==> config.mk <==
export PLATFORM = sky130hd
export DESIGN_NAME = ep_alloc_check
export DESIGN_NICKNAME = d
export VERILOG_FILES = /design/src/rtl/ep_alloc_check.sv
export SDC_FILE = /design/constraint.sdc
export NUM_CORES = 1
export LEC_CHECK = 0
export BUFFER_PORTS_ARGS = -buffer_cell sky130_fd_sc_hd__clkbuf_2
export CAP_MARGIN = 30
export CORE_UTILIZATION = 65
export CTS_CLUSTER_SIZE = 12
export DETAILED_ROUTE_END_ITERATION = 16
export PLACE_DENSITY = 0.91
export SYNTH_ARGS = -nofsm -noshare
export SYNTH_HDL_FRONTEND = slang
export SYNTH_SLANG_ARGS = --single-unit
export TNS_END_PERCENT = 20
==> constraint.sdc <==
create_clock -name clk -period 9.8 [get_ports clk]
set_clock_uncertainty 0.1 [all_clocks]
set_input_delay 0.98 -clock clk [delete_from_list [all_inputs] [get_ports clk]]
set_output_delay 0.98 -clock clk [all_outputs]
set_load 0.05 [all_outputs]
==> src/rtl/ep_alloc_check.sv <==
module ep_alloc_check #(
  parameter int NUM_EP    = 8,
  parameter int BUF_BYTES = 4096,
  parameter int MAX_BANKS = 3,
  localparam int EPW = (NUM_EP > 1) ? $clog2(NUM_EP) : 1,
  localparam int BW  = $clog2(MAX_BANKS + 1),
  localparam int UW  = $clog2(BUF_BYTES + 1),
  localparam int DW  = $clog2(1024 * MAX_BANKS + 1),
  localparam int CW  = UW + DW
) (
  input  logic              clk,
  input  logic              rst_n,
  input  logic              bus_reset,
  input  logic              cfg_valid,
  input  logic [EPW-1:0]    cfg_ep,
  input  logic              cfg_enable,
  input  logic [2:0]        cfg_size,
  input  logic              cfg_dir,
  input  logic [1:0]        cfg_type,
  input  logic [BW-1:0]     cfg_banks,
  input  logic [1:0]        cfg_trans,
  output logic [NUM_EP-1:0] mapped,
  output logic [NUM_EP-1:0] dir_in,
  output logic [UW-1:0]     used_bytes
);

  localparam logic [1:0] T_CTRL = 2'd0;
  localparam logic [1:0] T_ISO  = 2'd1;

  logic [DW-1:0] demand_q [NUM_EP];

  logic          is_ctrl, is_iso;
  logic          type_ok, bank_ok, size_ok, trans_ok, fits, legal;
  logic [10:0]   ep_bytes;
  logic [DW-1:0] new_dem, old_dem;
  logic [CW-1:0] base, total;

  assign is_ctrl  = (cfg_type == T_CTRL);
  assign is_iso   = (cfg_type == T_ISO);
  assign type_ok  = (cfg_ep == '0) ? is_ctrl : !is_ctrl;
  assign bank_ok  = (cfg_banks != '0) && (int'(cfg_banks) <= MAX_BANKS) &&
                    (!is_ctrl || cfg_banks == BW'(1));
  assign size_ok  = (cfg_size != 3'd7) || is_iso;
  assign trans_ok = !is_iso || (cfg_trans != 2'd0);

  assign ep_bytes = 11'd8 << cfg_size;
  assign new_dem  = DW'(ep_bytes) * DW'(cfg_banks);
  assign old_dem  = demand_q[cfg_ep];
  assign base     = CW'(used_bytes) - CW'(old_dem);
  assign total    = base + CW'(new_dem);
  assign fits     = (total <= CW'(BUF_BYTES));
  assign legal    = cfg_enable && type_ok && bank_ok && size_ok && trans_ok && fits;

  always_ff @(posedge clk or negedge rst_n) begin
    if (!rst_n) begin
      mapped     <= '0;
      dir_in     <= '0;
      used_bytes <= '0;
      for (int i = 0; i < NUM_EP; i++) demand_q[i] <= '0;
    end else if (bus_reset) begin
      for (int i = 1; i < NUM_EP; i++) begin
        mapped[i]   <= 1'b0;
        dir_in[i]   <= 1'b0;
        demand_q[i] <= '0;
      end
      used_bytes <= UW'(demand_q[0]);
    end else if (cfg_valid) begin
      mapped[cfg_ep]   <= legal;
      dir_in[cfg_ep]   <= legal && !is_ctrl && cfg_dir;
      demand_q[cfg_ep] <= legal ? new_dem : '0;
      used_bytes       <= legal ? UW'(total) : UW'(base);
    end
  end

endmodule


**Word level (Yosys, flattened, before mapping)**

Cells that the tools add are included.
Widths: inputs -> output; s select.

- Add/subtract/negate cells: 2
- Multiply operators: 1
- Divide/modulo/power cells: 0
- Magnitude comparators: 5
- Equality and inequality tests: 3
- Shifts and indexed selects: 1
- Muxes and demuxes: 21
- Bitwise operators: 2
- Reduce and logical (&&, ||, !) cells: 21

Operators with widths:

| operator | number |
|---|---|
| $mux 84 | 2 |
| $bwmux 96 | 1 |
| $mux 12 | 4 |
| $mux 13 | 3 |
| $bmux 12 s3 | 1 |
| $demux 12 s3 | 1 |
| $le 25x13->1 const B | 1 |
| $bwmux 8 | 2 |
| $mux 8 | 2 |
| $add 14x13->15 | 1 |
| $mux 7 | 2 |
| $sub 13x12->14 | 1 |
| $mul 11x2->12 | 1 |
| $shl 4x3->11 const A | 1 |
| $logic_and 1x1->1 | 10 |
| $reduce_bool 2->1 | 3 |
| $eq 2x1->1 const B | 2 |
| $ge 4x4->1 const B | 1 |
| $lt 3x4->1 const B | 1 |
| $lt 4x1->1 const B | 1 |
| $not 3->4 | 1 |
| $demux 1 s3 | 1 |
| $ge 3x1->1 const B | 1 |
| $logic_not 3->1 | 1 |
| other kinds (7) | 11 |

- Register bits: 125
- Latch bits: 0
- Memory bits (writable): 0
- Memory bits (read-only): 0
- Output and inout port bits: 29
- Memories kept: 0

**Longest topological paths before layout**

- Depth in word-level cells: 13
- Gate-level depth with buffers: 24

**Least setup slack after synthesis**

Ideal clock, no wire load.

- Kind: input port to flip-flop
- Start point: in cfg_ep[0]
- End point: reg used_bytes[8]
- Library setup time: 0.070 ns
- Arrival: 5.850 ns
- Data required time: 9.630 ns
- Setup slack: 3.780 ns
- Stages: 21
- Path buffers: 4
- Path through: clkbuf_1 buf_1 clkbuf_1 nor2_1 a211oi_1 ha_1 a2111oi_4 o31ai_1 a21o_1 a21oi_1 xnor2_1 ha_1 a2111oi_0 o21ai_0 o221a_2 a21o_1 a221o_1 o221a_2 buf_6 or4_1 nand3_1

- Cells in the longest elaborated chain, start to end: 11
- Elaborated cells between the ends (all ways): 17
- Classes of those cells: 2 x add/sub; 1 x order compare; 7 x mux; 1 x bitwise; 6 x reduce/logical

RTL lines:

| element | line | text |
|---|---|---|
| start: declaration | 15 | `input logic [EPW-1:0] cfg_ep,` |
| $not 3->4 (implied by the code) | 48 | `assign old_dem = demand_q[cfg_ep];` |
| $bmux 12 s3 | 48 |  |
| $mux 12 (implied by the code) (2 in series) | 48 |  |
| $sub 13x12->14 | 49 | `assign base = CW'(used_bytes) - CW'(old_dem);` |
| $add 14x13->15 | 50 | `assign total = base + CW'(new_dem);` |
| $le 25x13->1 | 51 | `assign fits = (total <= CW'(BUF_BYTES));` |
| $logic_and 1x1->1 | 52 | `assign legal = cfg_enable && type_ok && bank_ok && size_ok && trans_ok && fits;` |
| $mux 13 (*) | 71 | `used_bytes <= legal ? UW'(total) : UW'(base);` |
| $mux 13 (*) | 67 | `end else if (cfg_valid) begin` |
| $mux 13 (*) | 60 | `end else if (bus_reset) begin` |
| end signal: assignment | 66 | `used_bytes <= UW'(demand_q[0]);` |
| end signal: assignment | 71 |  |
| end: declaration | 24 | `output logic [UW-1:0] used_bytes` |

Mark *: on every way between the ends. The rest lies on a longest branch, timed or not. The select of a mux whose other input is x is not followed.
A chain may end at the register's enable or synchronous reset.

**Worst setup path in the final report**

- Start point: in cfg_ep[2]
- End point: reg demand_q[39] (netlist name)

- Cells in the longest elaborated chain, start to end: 12
- Elaborated cells between the ends (all ways): 23
- Classes of those cells: 2 x add/sub; 3 x order compare; 10 x mux; 1 x bitwise; 7 x reduce/logical

RTL lines:

| element | line | text |
|---|---|---|
| $not 3->4 | 48, 70 |  |
| $bmux 12 s3 | 48 |  |
| $mux 12 (implied by the code) (2 in series) | 48 |  |
| $sub 13x12->14 | 49 |  |
| $add 14x13->15 | 50 |  |
| $le 25x13->1 | 51 |  |
| $logic_and 1x1->1 | 52 |  |
| $mux 12 | 70 | `demand_q[cfg_ep] <= legal ? new_dem : '0;` |
| $bwmux 96 (*) | 70 |  |
| $mux 84 (*) | 67 |  |
| $mux 84 (*) | 60 |  |
| end signal: indexed assignment | 70 |  |
| end: declaration | 30 | `logic [DW-1:0] demand_q [NUM_EP];` |

Marks and branches as above.

==> summary.txt <==
Area Growth Syn to Fin = 7.044%
fmax = 0.1471 GHz
Detail Route Antenna Nets = 0
initial drt markers = 670
Post-Synthesis Cells = 693
drt total wl = 18.46 mm
Worst-path clk slew = 0.10 ns
worst skew pair latency = 0.38 ns
fraction of registers with async set/reset = 100.0%
IO Count = 47
Synth area leader = dfrtp_1
largest cells by area after synthesis = dfrtp_1 (40%), ha_1 (5.3%), nand3b_1 (5.1%)
RSZ-0062 raised after global routing = no
drt wl/cell = 21.84 um
min-delay worst type = register to register
Port Buffers = 46
MaxCap Viol Count = 0
post-synthesis mux area share = 4.670%
Initial Util = 67.79%
Crit. End Element = register
CTS tree = done
fin util = 72.57%
Core Area = 0.009328 mm^2
Pins Over Slew Limit = 0
first-pass iteration count of the detailed router = 6
Reg power frac = 31.8%
area share of the largest cell type after synthesis = 39.97%
Arr. time, crit path = 6.96 ns
Worst Hold End = demand_q[18]
Avg Cell Area, Syn = 9.125 um^2
sw frac = 45.66%
# H-tree levels = 3
HPWL Detailed = 12.82 mm
LEAKAGE = 2.942 nW
R2R Setup Slk = 3.89 ns
Root Driver = clkbuf_8
total CTS buffers = 9
ys flop type = dfrtp_1
syn_nets = 740
layout cell share with drive strength beyond 1 = 12.43%
GP Congestion = 0.9731
status = finished clean
post-route insts no fill = 845
number of synthesized register bits = 101
area fraction in compound gates after synthesis = 20.24%
# clock sinks = 101
VDD IR max = 0.2218 mV
hold_sp = demand_q[18]
Cell variety after synth = 64
Via density = 6.989
Worst R2R Path Depth = 20
total congestion overflow = 0
RR Startpoint = demand_q[63]
pwr/cell area = 210.9 mW/mm^2
pre-CTS setup slack = 2.798 ns
crit path max fanout = 42
vias in the first global route = 5629
Power Internal = 0.7757 mW
ant diodes = 0
final net count = 758
std cell rows = 35
Die Y = 100.6 um
combinational fraction of design power = 50.8%
kind of critical path = input port to register
postcts setup bufs = 0
Final Total Pwr = 1.428 mW
placed cell count = 828
worst relative slew slack = 30.87%
Worst EP required = 9.97 ns
Seq/Total Area, Yosys = 39.97%
Fin. Hold Viols = 0
CTS Buffer Depth = 2
Post-Syn Area = 0.006324 mm^2
count leader, synth = dfrtp_1
full die area = 0.01013 mm^2
Hold Buf Count CTS = 0
worst setup margin = 3.001 ns
Final Setup Violations = 0
CP startpoint kind = input port
final setup TNS = 0 ns
synth cell count leaders = dfrtp_1 (101), o21ai_0 (58), nand2_1 (53)
EDFF count, synth = 0
sw power = 0.6518 mW
Post-Synth Simple-Gate Area = 22.68%
pin count of the biggest net entering global routing = 97
drt drc = 0
GRT Total Usage = 38.25%
final worst path period share = 69.38%
post-layout min period = 6.799 ns
clock network power share = 17.5%
hold path depth = 2
Syn. warnings = 0
XOR/XNOR Fraction of Synth Area = 2.770%
initial antenna violation count = 0
Critical Path Start = cfg_ep[2]
main combinational cell family by area after synthesis = simple AND/OR/NAND/NOR gates
Post-CTS Resized = 0
total number of vias = 5906
Least-Margin Pin Slew = 1.029 ns
fraction of the mapped netlist area in adder cells = 5.975%
capture point of the worst reg-to-reg path = demand_q[39]
first-pass GRT wire length = 29.23 mm
Die X = 100.6 um
[flip-flops by register name, indices dropped and copies added, names as in the netlist]
name        flops
demand_q       72
dir_in          8
mapped          8
used_bytes     13
[worst max path at each step]
stage	end	slack, ns
2_1_floorplan	used_bytes[8]	3.78
3_3_place_gp	demand_q[15]	3.09
3_5_place_dp	demand_q[39]	2.80
4_1_cts	demand_q[39]	3.17
5_1_grt	demand_q[18]	2.77
6_report	demand_q[39]	3.00
[cell families after synthesis]
kind of cell	after synthesis
compound gates	195
fa+ha+maj	29
xor+xnor	20
simple gates	264
mux	25
other cells	2
flops	101
buf+inv	57
[metrics by stage]
step | area, um^2 | hold slack [ns]
detailed placement | 6585 | 0.3588
floorplan | 6324 | 0.3376
global route | 6769 | 0.4116
global placement | 6585 | 0.3518
finish | 6769 | 0.3830
CTS | 6761 | 0.3834
[cells in the final DEF (no fill, tap or decap), types with 6 or more instances in the layout]
master and n:
a21oi_1 46, a22oi_1 11, a31oi_1 6, a32o_1 10, buf_4 7, clkbuf_2 45
clkbuf_8 10, dfrtp_1 101, ha_1 27, inv_1 11, mux2_2 6, mux2i_1 16
nand2_1 53, nand2b_1 20, nand3_1 26, nand3b_1 43, nand4_1 16, nor2_1 52
nor2b_1 8, nor3_1 9, o21ai_0 58, o22ai_1 10, o31ai_1 10, or3_1 10
or4_1 6, xnor2_1 14, xor2_1 6
[power groups by stage]
stage	Combinational (mW)	Sequential [mW]	Clock [mW]
2_1_floorplan	0.494	0.510	0
6_report	0.725	0.453	0.249
3_5_place_dp	0.702	0.461	0
4_1_cts	0.706	0.453	0.249
5_1_grt	0.782	0.455	0.266
3_3_place_gp	0.688	0.460	0
[routing by layer]
layer / wire, um / share of wire (%) / GRT usage, %
met1: 7161 / 39 / 50.55
met2: 8363 / 45 / 58.32
met3: 2163 / 12 / 11.65
met4: 769 / 4.2 / 16.72
met5: 0 / 0 / 0
[critical path: stages]
cell	delay [ns]
clkbuf_2	0.08
buf_4	0.43
mux2_2	0.40
a22oi_1	0.21
nor2_1	0.07
a211oi_1	0.29
ha_1	0.36
a2111oi_4	0.40
o31ai_1	0.17
a21o_1	0.20
a21oi_1	0.16
xnor2_1	0.17
ha_1	0.32
a2111oi_0	0.42
o21ai_0	0.24
o221a_2	0.35
a21o_1	0.17
a221o_1	0.33
o221ai_2	0.08
buf_4	0.39
nand2_2	0.27
o41ai_1	0.40
[cell type report]
| type | count | area [um^2] |
|---|---|---|
| inverters | 12 | 45.04 |
| fillers | 714 | 2559 |
| clock buffers | 12 | 145.1 |
| clock inverters | 4 | 31.28 |
| flip-flops and latches | 101 | 2527 |
| well taps | 129 | 161.4 |
| repair buffers | 52 | 277.8 |
| multi-input cells | 535 | 3581 |
No activity file was read; power rests on OpenSTA's default activity.
